<file path="config.mk">
export PLATFORM = sky130hd
export DESIGN_NAME = flag_scan_bus
export DESIGN_NICKNAME = d
export VERILOG_FILES = /design/src/rtl/fsb_pkg.sv /design/src/rtl/fsb_cfg_latch.sv /design/src/rtl/fsb_poll_seq.sv /design/src/rtl/fsb_direct_sel.sv /design/src/rtl/fsb_word_mux.sv /design/src/rtl/flag_scan_bus.sv
export SDC_FILE = /design/constraint.sdc
export NUM_CORES = 1
export LEC_CHECK = 0
export BUFFER_PORTS_ARGS = -buffer_cell sky130_fd_sc_hd__buf_4
export CORE_ASPECT_RATIO = 0.75
export CORE_UTILIZATION = 34
export DETAILED_ROUTE_END_ITERATION = 12
export GPL_ROUTABILITY_DRIVEN = 1
export PLACE_DENSITY = 0.82
export SLEW_MARGIN = 20
export SYNTH_ARGS = -nofsm -noshare
export SYNTH_HDL_FRONTEND = slang
export SYNTH_HIERARCHICAL = 1
export SYNTH_SLANG_ARGS = --single-unit
export TNS_END_PERCENT = 10
</file>
<file path="constraint.sdc">
create_clock -name clk -period 2.2 [get_ports clk]
set_clock_uncertainty 0.05 [all_clocks]
set_input_delay 0.11 -clock clk [delete_from_list [all_inputs] [get_ports clk]]
set_output_delay 0.11 -clock clk [all_outputs]
set_load 0.01 [all_outputs]
</file>
<file path="src/rtl/fsb_pkg.sv">
package fsb_pkg;

    typedef enum logic {
        MODE_DIRECT = 1'b0,
        MODE_POLLED = 1'b1
    } bus_mode_e;

    function automatic int unsigned words_per_dev(int unsigned n_queues, int unsigned word_w);
        return n_queues / word_w;
    endfunction

endpackage

</file>
<file path="src/rtl/fsb_cfg_latch.sv">
module fsb_cfg_latch #(
    parameter int ID_W = 3
) (
    input  logic                clk,
    input  logic                rst,
    input  logic                mode_pin_i,
    input  logic [ID_W-1:0]     id_i,
    output fsb_pkg::bus_mode_e  mode_o,
    output logic [ID_W-1:0]     id_o
);
    always_ff @(posedge clk) begin
        if (rst) begin
            mode_o <= mode_pin_i ? fsb_pkg::MODE_POLLED : fsb_pkg::MODE_DIRECT;
            id_o   <= id_i;
        end
    end

    AST_MODE_HOLD: assert property (@(posedge clk) disable iff (rst)
        !rst |=> $stable(mode_o));
endmodule

</file>
<file path="src/rtl/fsb_poll_seq.sv">
module fsb_poll_seq #(
    parameter int N_WORDS = 4,
    localparam int WIDX_W = (N_WORDS > 1) ? $clog2(N_WORDS) : 1
) (
    input  logic              clk,
    input  logic              rst,
    input  logic              enable_i,
    input  logic              first_owner_i,
    input  logic              tok_in_i,
    output logic              drive_o,
    output logic [WIDX_W-1:0] widx_o,
    output logic              tok_out_o
);
    localparam logic [WIDX_W-1:0] LAST = WIDX_W'(N_WORDS - 1);

    logic armed;
    logic mid_scan;

    assign mid_scan  = drive_o && (widx_o != LAST);
    assign tok_out_o = enable_i && drive_o && (widx_o == LAST);

    always_ff @(posedge clk) begin
        if (rst) begin
            drive_o <= 1'b0;
            widx_o  <= '0;
            armed   <= first_owner_i;
        end else if (enable_i) begin
            if (mid_scan) begin
                widx_o <= widx_o + 1'b1;
            end else if (armed || tok_in_i) begin
                drive_o <= 1'b1;
                widx_o  <= '0;
                armed   <= 1'b0;
            end else begin
                drive_o <= 1'b0;
            end
        end
    end

    AST_SCAN_ADVANCE: assert property (@(posedge clk) disable iff (rst)
        (enable_i && drive_o && widx_o != LAST) |=> (drive_o && widx_o == $past(widx_o) + 1'b1));
    AST_TOKEN_RELOAD: assert property (@(posedge clk) disable iff (rst)
        (enable_i && tok_in_i && !(drive_o && widx_o != LAST)) |=> (drive_o && widx_o == '0));
    AST_RELEASE_BUS: assert property (@(posedge clk) disable iff (rst)
        (enable_i && drive_o && widx_o == LAST && !tok_in_i) |=> !drive_o);
endmodule

</file>
<file path="src/rtl/fsb_direct_sel.sv">
module fsb_direct_sel #(
    parameter int ID_W    = 3,
    parameter int QADDR_W = 7,
    parameter int WORD_W  = 32,
    parameter int N_WORDS = 4,
    localparam int WIDX_W = (N_WORDS > 1) ? $clog2(N_WORDS) : 1,
    localparam int ADDR_W = ID_W + QADDR_W
) (
    input  logic              clk,
    input  logic              rst,
    input  logic              enable_i,
    input  logic              prog_done_i,
    input  logic              strobe_i,
    input  logic [ADDR_W-1:0] addr_i,
    input  logic [ID_W-1:0]   id_i,
    output logic              drive_o,
    output logic [WIDX_W-1:0] widx_o
);
    logic [ID_W-1:0]    dev_field;
    logic [QADDR_W-1:0] q_field;
    logic               take;

    assign dev_field = addr_i[ADDR_W-1:QADDR_W];
    assign q_field   = addr_i[QADDR_W-1:0];
    assign take      = enable_i && strobe_i && prog_done_i;

    always_ff @(posedge clk) begin
        if (rst) begin
            drive_o <= 1'b0;
            widx_o  <= '0;
        end else if (take) begin
            drive_o <= (dev_field == id_i);
            widx_o  <= WIDX_W'(q_field / QADDR_W'(WORD_W));
        end
    end

    AST_NO_SEL_BEFORE_DONE: assert property (@(posedge clk) disable iff (rst)
        (!prog_done_i || !strobe_i) |=> ($stable(drive_o) && $stable(widx_o)));
    AST_ID_MISMATCH_OFF: assert property (@(posedge clk) disable iff (rst)
        (enable_i && strobe_i && prog_done_i && addr_i[ADDR_W-1:QADDR_W] != id_i) |=> !drive_o);
endmodule

</file>
<file path="src/rtl/fsb_word_mux.sv">
module fsb_word_mux #(
    parameter int N_WORDS = 4,
    parameter int WORD_W  = 32,
    localparam int WIDX_W = (N_WORDS > 1) ? $clog2(N_WORDS) : 1
) (
    input  logic [N_WORDS*WORD_W-1:0] flags_i,
    input  logic                      drive_i,
    input  logic [WIDX_W-1:0]         widx_i,
    output logic [WORD_W-1:0]         bus_o
);
    logic [WORD_W-1:0] words [N_WORDS];

    for (genvar g = 0; g < N_WORDS; g++) begin : g_split
        assign words[g] = flags_i[g*WORD_W +: WORD_W];
    end

    assign bus_o = drive_i ? words[widx_i] : '0;
endmodule

</file>
<file path="src/rtl/flag_scan_bus.sv">
module flag_scan_bus #(
    parameter int N_QUEUES = 128,
    parameter int WORD_W   = 32,
    parameter int ID_W     = 3,
    localparam int N_WORDS = int'(fsb_pkg::words_per_dev(N_QUEUES, WORD_W)),
    localparam int WIDX_W  = (N_WORDS > 1) ? $clog2(N_WORDS) : 1,
    localparam int QADDR_W = $clog2(N_QUEUES),
    localparam int ADDR_W  = ID_W + QADDR_W
) (
    input  logic                clk,
    input  logic                rst,
    input  logic                mode_pin_i,
    input  logic [ID_W-1:0]     dev_id_i,
    input  logic                prog_done_i,
    input  logic                strobe_i,
    input  logic [ADDR_W-1:0]   wr_addr_i,
    input  logic [N_QUEUES-1:0] q_almost_full_i,
    input  logic                tok_in_i,
    output logic [WORD_W-1:0]   flag_bus_o,
    output logic                bus_oe_o,
    output logic                sync_o,
    output logic                tok_out_o
);
    fsb_pkg::bus_mode_e mode;
    logic [ID_W-1:0]    id_q;
    logic               polled;
    logic               p_drive, d_drive, p_tok;
    logic [WIDX_W-1:0]  p_widx, d_widx, sel_widx;

    fsb_cfg_latch #(.ID_W(ID_W)) i_cfg (
        .clk(clk), .rst(rst), .mode_pin_i(mode_pin_i), .id_i(dev_id_i),
        .mode_o(mode), .id_o(id_q)
    );

    assign polled = (mode == fsb_pkg::MODE_POLLED);

    fsb_poll_seq #(.N_WORDS(N_WORDS)) i_poll (
        .clk(clk), .rst(rst), .enable_i(polled),
        .first_owner_i(dev_id_i == '0), .tok_in_i(tok_in_i),
        .drive_o(p_drive), .widx_o(p_widx), .tok_out_o(p_tok)
    );

    fsb_direct_sel #(.ID_W(ID_W), .QADDR_W(QADDR_W), .WORD_W(WORD_W), .N_WORDS(N_WORDS)) i_direct (
        .clk(clk), .rst(rst), .enable_i(!polled), .prog_done_i(prog_done_i),
        .strobe_i(strobe_i), .addr_i(wr_addr_i), .id_i(id_q),
        .drive_o(d_drive), .widx_o(d_widx)
    );

    assign bus_oe_o  = polled ? p_drive : d_drive;
    assign sel_widx  = polled ? p_widx  : d_widx;
    assign sync_o    = polled && p_drive && (p_widx == '0);
    assign tok_out_o = p_tok;

    fsb_word_mux #(.N_WORDS(N_WORDS), .WORD_W(WORD_W)) i_mux (
        .flags_i(q_almost_full_i), .drive_i(bus_oe_o), .widx_i(sel_widx),
        .bus_o(flag_bus_o)
    );

    AST_SYNC_ON_FIRST: assert property (@(posedge clk) disable iff (rst)
        sync_o |-> (bus_oe_o && flag_bus_o == q_almost_full_i[WORD_W-1:0]));
    AST_DIRECT_QUIET: assert property (@(posedge clk) disable iff (rst)
        !polled |-> (!sync_o && !tok_out_o));
    AST_BUS_ZERO_OFF: assert property (@(posedge clk) disable iff (rst)
        !bus_oe_o |-> (flag_bus_o == '0));
endmodule

</file>
# Yosys cells after proc, flatten, opt, wreduce, memory -nomap -nowiden
# Index checks and enable logic that the tools add are counted.
classes:
  mux: 14
  multipliers: 0
  n_addsub: 1
  shift: 0
  n_reduce_logical: 16
  bitwise_logic: 2
  eq_ne: 4
  div_mod_pow: 0
  order_cmp: 1
op_table:
  columns: ["cell", "n"]
  rows:
  - ["$mux 32", 3]
  - ["$bmux 32 s2", 1]
  - ["$mux 1", 7]
  - ["$logic_and 1x1->1", 6]
  - ["$mux 2", 3]
  - ["$reduce_bool 2->1", 3]
  - ["$ne 2x2->1 const B", 2]
  - ["$reduce_and 2->1", 2]
  - ["$eq 3x3->1", 1]
  - ["$ge 3x3->1 const B", 1]
  - ["$logic_not 3->1", 1]
  - ["$not 2->3", 1]
  - ["$reduce_and 3->1", 1]
  - ["$add 2x1->2 const B", 1]
  - ["$eq 2x2->1 const B", 1]
  - ["$logic_not 2->1", 1]
  - ["$logic_not 1->1", 1]
  - ["$logic_or 1x1->1", 1]
  - ["$not 1->1", 1]
totals:
  output_inout_bits: 35
  inputBits: 147
  elab_cells: 45
  ram_bits: 0
  romBits: 0
  latchBits: 0
  mem_count: 0
  register_bits: 11

# Longest topological paths before layout
logic_depth:
  depth_word: 6
  depth_mapped: 5
  mapped_depth_nobuf: 4

# Hierarchy
# The synthesis kept the hierarchy.
modules_own_cells:
  columns: ["module", "seq_area_each_um2", "cells_per_inst", "area_each_um2", "instances"]
  rows:
  - ["fsb_word_mux", 0.0, 111, 1002.2, 1]
  - ["fsb_poll_seq", 90.1, 20, 206.4, 1]
  - ["fsb_direct_sel", 60.1, 14, 140.1, 1]
  - ["fsb_cfg_latch", 120.1, 4, 120.1, 1]
  - ["flag_scan_bus", 0.0, 6, 55.1, 1]

# Worst setup path after synthesis
# No wires, ideal clock.
synth_timing:
  path_kind: "reg2out"
  startpoint: "register i_cfg.mode_o"
  endpoint: "output flag_bus_o[0]"
  path_slack_ps: 504
  t_arrival_ps: 1536
  n_path_buf: 1
  path_stages_with_launch: 5
  path_cell_list: "edfxtp_1 mux2_2 or2b_1 buf_4 o22ai_1"
synth_via:
  elab_chain_cells: 6
synth_rtl:
  columns: ["element", "line", "text"]
  rows:
  - ["start: declaration", "fsb_cfg_latch.sv:8", "output fsb_pkg::bus_mode_e mode_o,"]
  - ["start signal: assignment", "fsb_cfg_latch.sv:13", "mode_o <= mode_pin_i ? fsb_pkg::MODE_POLLED : fsb_pkg::MODE_DIRECT;"]
  - ["$mux 2", "flag_scan_bus.sv:50", "assign sel_widx = polled ? p_widx : d_widx;"]
  - ["net sel_widx[0]", "flag_scan_bus.sv:28", "logic [WIDX_W-1:0] p_widx, d_widx, sel_widx;"]
  - ["$not 2->3 (implied by the code)", "fsb_word_mux.sv:17", "assign bus_o = drive_i ? words[widx_i] : '0;"]
  - ["$bmux 32 s2", "fsb_word_mux.sv:17", null]
  - ["$mux 32 (implied by the code) (2 in series)", "fsb_word_mux.sv:17", null]
  - ["$mux 32", "fsb_word_mux.sv:17", null]
  - ["end: declaration", "flag_scan_bus.sv:19", "output logic [WORD_W-1:0] flag_bus_o,"]
# The timed path passes the listed nets, and every way through them passes these cells. The select of a mux whose other input is x is not followed.

# Worst setup path after layout
layout_timing:
  startpoint: "register i_cfg.mode_o"
  endpoint: "output flag_bus_o[30]"
# The elaborated chain is that of the path after synthesis.

==> Flow_metrics.wiki <==
{| class="wikitable"
! Metric !! Value
|-
| Final setup slack of the worst path || 0.07803 ns
|-
| DRC violation count after routing || 0
|-
| Critical path, cell by cell || mux2_4, buf_4, mux2i_1, o22ai_1, buf_4
|-
| Area used by multi-input combinational logic || between 1000 and 1500 sq um
|-
| Cell occurring most often along the worst timing path || buf_4
|-
| Number of detailed-routing iterations run before antenna repair || 4
|-
| Hold/Removal Path Class || input pin to register
|-
| Worst Setup End Kind || output port
|-
| Arrival time at the worst endpoint || 1.96 ns
|-
| Setup Crit Path Kind || register to output port
|-
| Post-synthesis xor/xnor area fraction || ~1.7%
|-
| Setup Total Neg Slack || 0 ns
|-
| Maximum level of the CTS H-tree || 1
|-
| LEAKAGE || 0.001318 uW
|-
| Minimum clock period after layout || 2.122 ns
|-
| GP Congestion || ~0.75
|-
| Transition time at the pin with the least slew margin || 0.4067 ns
|-
| Via count of the first global-routing pass || 1820
|-
| Worst skew pair latency || 0.24 ns
|-
| Largest family of logic cells by synthesized area || multiplexers
|-
| Final-report setup violation count || 0
|-
| Leftover overflow at the end of global routing || 0
|-
| Pins over their slew limit || 0
|-
| Total core area || 4179 sq um
|-
| Post-route worst hold slack || 0.007647 ns
|-
| Largest net degree at the start of global routing || 25
|-
| Layout cell share with drive strength beyond 1 || 58.91%
|-
| Clock tree from TritonCTS || yes
|-
| TritonCTS Buffers || 3
|-
| Multiplexer fraction of the synthesized cell area || 45.57%
|-
| Horizontal die dimension || ~80 um
|-
| Outcome || completed
|-
| Hold-critical path endpoint || i_cfg/id_o[2]$_DFFE_PP_
|-
| Global-route wire length before repair || a little over 8 mm
|-
| Post-CTS setup buffers || 0
|-
| Detail-routed via count per cell || 5.028
|-
| Post-place setup slack || 0.3651 ns
|-
| Critical-path maximum fanout || 24
|-
| DIE AREA || 4757 sq um
|-
| Clk pin slew, worst setup/hold paths || 0.05 ns
|-
| Count of buffer and inverter cells on the critical path || 2
|-
| PostCTS Resize Cnt || 0
|-
| Basic-gate share of the synthesized area counting and, or, nand and nor cells || 7.307%
|-
| Synth Area in Adders || less than 1%
|-
| RSZ-0062 raised after global routing || false
|-
| Post-DP HPWL || 4.556 mm
|-
| Hold path cells || 1
|-
| Top Family by Delay on Critical Path || multiplexers
|-
| Setup slack of the most critical reg-to-reg path || 0.70 ns
|-
| Detailed router's first-iteration violation count || 44
|-
| Max_slew headroom || 72.89%
|-
| Initial core utilization || 36.47%
|-
| Longest Clk Path Bufs || 2
|-
| Row count || 20
|-
| Final layout net count || 480
|-
| Post-route fraction of the period consumed by the critical path || 96.45%
|-
| Filler cell count in the final layout || 365
|-
| Fraction of the mapped netlist area in compound gates || 16.50%
|-
| Flip-flop and latch count after synthesis || 11
|-
| Number of warning messages in the yosys log || 6
|-
| Most common cell after layout, fill and taps aside || buf_4
|-
| Area growth from synthesis to final layout || 89.16%
|-
| Overall global routing resource usage || between 20% and 30%
|-
| Commonest non-fill, non-tap cells in the layout || 184 x buf_4, 66 x mux2i_1, 32 x o22ai_1
|-
| # IOs || 182
|-
| FMAX || approximately 0.47 GHz
|-
| Sink count of the clock tree || 11
|-
| Worst hold path startpoint || dev_id_i[2]
|-
| Avg Inst Size Synth || slightly below 10 sq um
|-
| Number of cells produced by synthesis || 155
|-
| Number of unique standard cell types used by synthesis || 31
|-
| Number of antenna cells inserted || 0
|-
| Count of buffers from port buffering || 176
|-
| Startpoint type of the worst setup path || register
|-
| Worst-case vdd ir drop || 0.0003961 V
|-
| Count of maximum capacitance violations || 0
|-
| Register area || 270.3 sq um
|-
| Crit path largest cell delay || 0.48 ns
|-
| Post-synthesis cell area || roughly 1500 sq um
|-
| Count of final hold-check violations || 0
|-
| R2r worst-path depth || 4
|-
| Syn nets || 303
|-
| Clock root buffer || clkbuf_8
|-
| Design Power || a little under 900 uW
|-
| Capture point of the worst reg-to-reg path || i_direct/drive_o$_SDFFE_PP0P_
|-
| Post-route antenna net violation count || 0
|-
| Sequential element share of the synthesized area || approximately 18%
|-
| Power per Cell Area || roughly 300 nW/um^2
|-
| Routed wirelength normalized by instance count || 15.02 um
|-
| Number of vias after detailed routing || 1941
|-
| Antenna violations before repair || 0
|-
| Total Wirelength || 5.798 mm
|-
| Worst R2R Start || i_cfg/mode_o$_DFFE_PP_
|-
| Critical Path Slowest Stage Cell || edfxtp_1
|-
| Vert. Die Dim || ~60 um
|-
| Worst path required time || 2.04 ns
|}
power by group:
group	internal, uW	switching [uW]
Combinational	278	151
Sequential	227	9.71
Clock	128	79.1
worst register-to-register path: cells and delay by family, from the launching register on:
family                 cells  cell delay (ns)
AOI/OAI and AO/OA          1             0.13
buffers and inverters      1             0.11
and+or+nand+nor            2             0.67
DFF                        1             0.48
synthesized netlist by cell type (all sizes together):
master | count | share of area, %
mux2i | 66 | 43
o22ai | 32 | 13
buf | 10 | 9.1
dfxtp | 6 | 7.9
edfxtp | 5 | 9.9
nand2 | 4 | 0.98
clkbuf | 3 | 0.74
mux2 | 3 | 2.2
nor2 | 3 | 0.74
xor2 | 3 | 1.7
a21oi | 2 | 0.66
inv | 2 | 0.49
nor2b | 2 | 1.3
o21ai | 2 | 0.66
a31o | 1 | 0.57
a32o | 1 | 0.66
and2 | 1 | 0.41
and3 | 1 | 0.49
and4 | 1 | 0.57
and4bb | 1 | 0.82
ha | 1 | 0.82
nand3 | 1 | 0.66
nor3 | 1 | 0.33
o31ai | 1 | 0.82
or2b | 1 | 0.49
or4 | 1 | 0.49
cell families after synthesis:
logic type	count (synthesis)
AOI/OAI and AO/OA	39
DFF	11
and+or+nand+nor	17
buffers and inverters	15
muxes	69
adders and majority gates	1
xor gates and xnor gates	3
per-layer routing:
metal / vias to the layer above / share of wire (%) / GRT usage, %
met5: - / 0 / 0
met4: 0 / 0.72 / 5.974
met3: 5 / 8.1 / 4.580
met2: 86 / 54 / 45.32
met1: 883 / 37 / 24.89
li1: 967 / - / -
registers in the layout (all words and copies together), names as in the netlist:
signal            count
i_poll/armed          1
i_direct/widx_o       2
i_poll/widx_o         2
i_poll/drive_o        1
i_cfg/mode_o          1
i_direct/drive_o      1
i_cfg/id_o            3
how the worst max path moves through the flow:
stage                                       from        endpoint  slack (ns)  depth (start not counted)
final                     i_cfg/mode_o$_DFFE_PP_  flag_bus_o[30]        0.08                          5
after global routing      i_cfg/mode_o$_DFFE_PP_  flag_bus_o[30]       0.009                          5
after CTS                 i_cfg/mode_o$_DFFE_PP_  flag_bus_o[30]        0.06                          5
after detailed placement  i_cfg/mode_o$_DFFE_PP_  flag_bus_o[30]        0.37                          5
after global placement    i_cfg/mode_o$_DFFE_PP_  flag_bus_o[20]        0.43                          5
after floorplan           i_cfg/mode_o$_DFFE_PP_   flag_bus_o[0]        0.50                          4
what timing repair did:
action / 4_1_cts / 5_1_grt
hold endpoints to repair: 1 / 0
hold buffers: 1 / 0
endpoints found under the setup margin: 0 / 0
cell type report:
class / instances / share of cell area, %
Multi-Input combinational cell: 129 / 38.15
Timing Repair Buffer: 185 / 48.26
Clock buffer: 4 / 1.563
Tap cell: 55 / 2.387
Sequential cell: 11 / 9.375
Inverter: 2 / 0.2604
through the flow:
stage | util (%) | std cells | cell area [sq um]
finish | 68.98 | 386 | 2883
global route | 68.98 | 386 | 2883
detailed placement | 67.66 | 381 | 2828
floorplan | - | 155 | 1524
global placement | 67.66 | 381 | 2828
CTS | 68.98 | 386 | 2883
No activity file was read; power rests on OpenSTA's default activity.
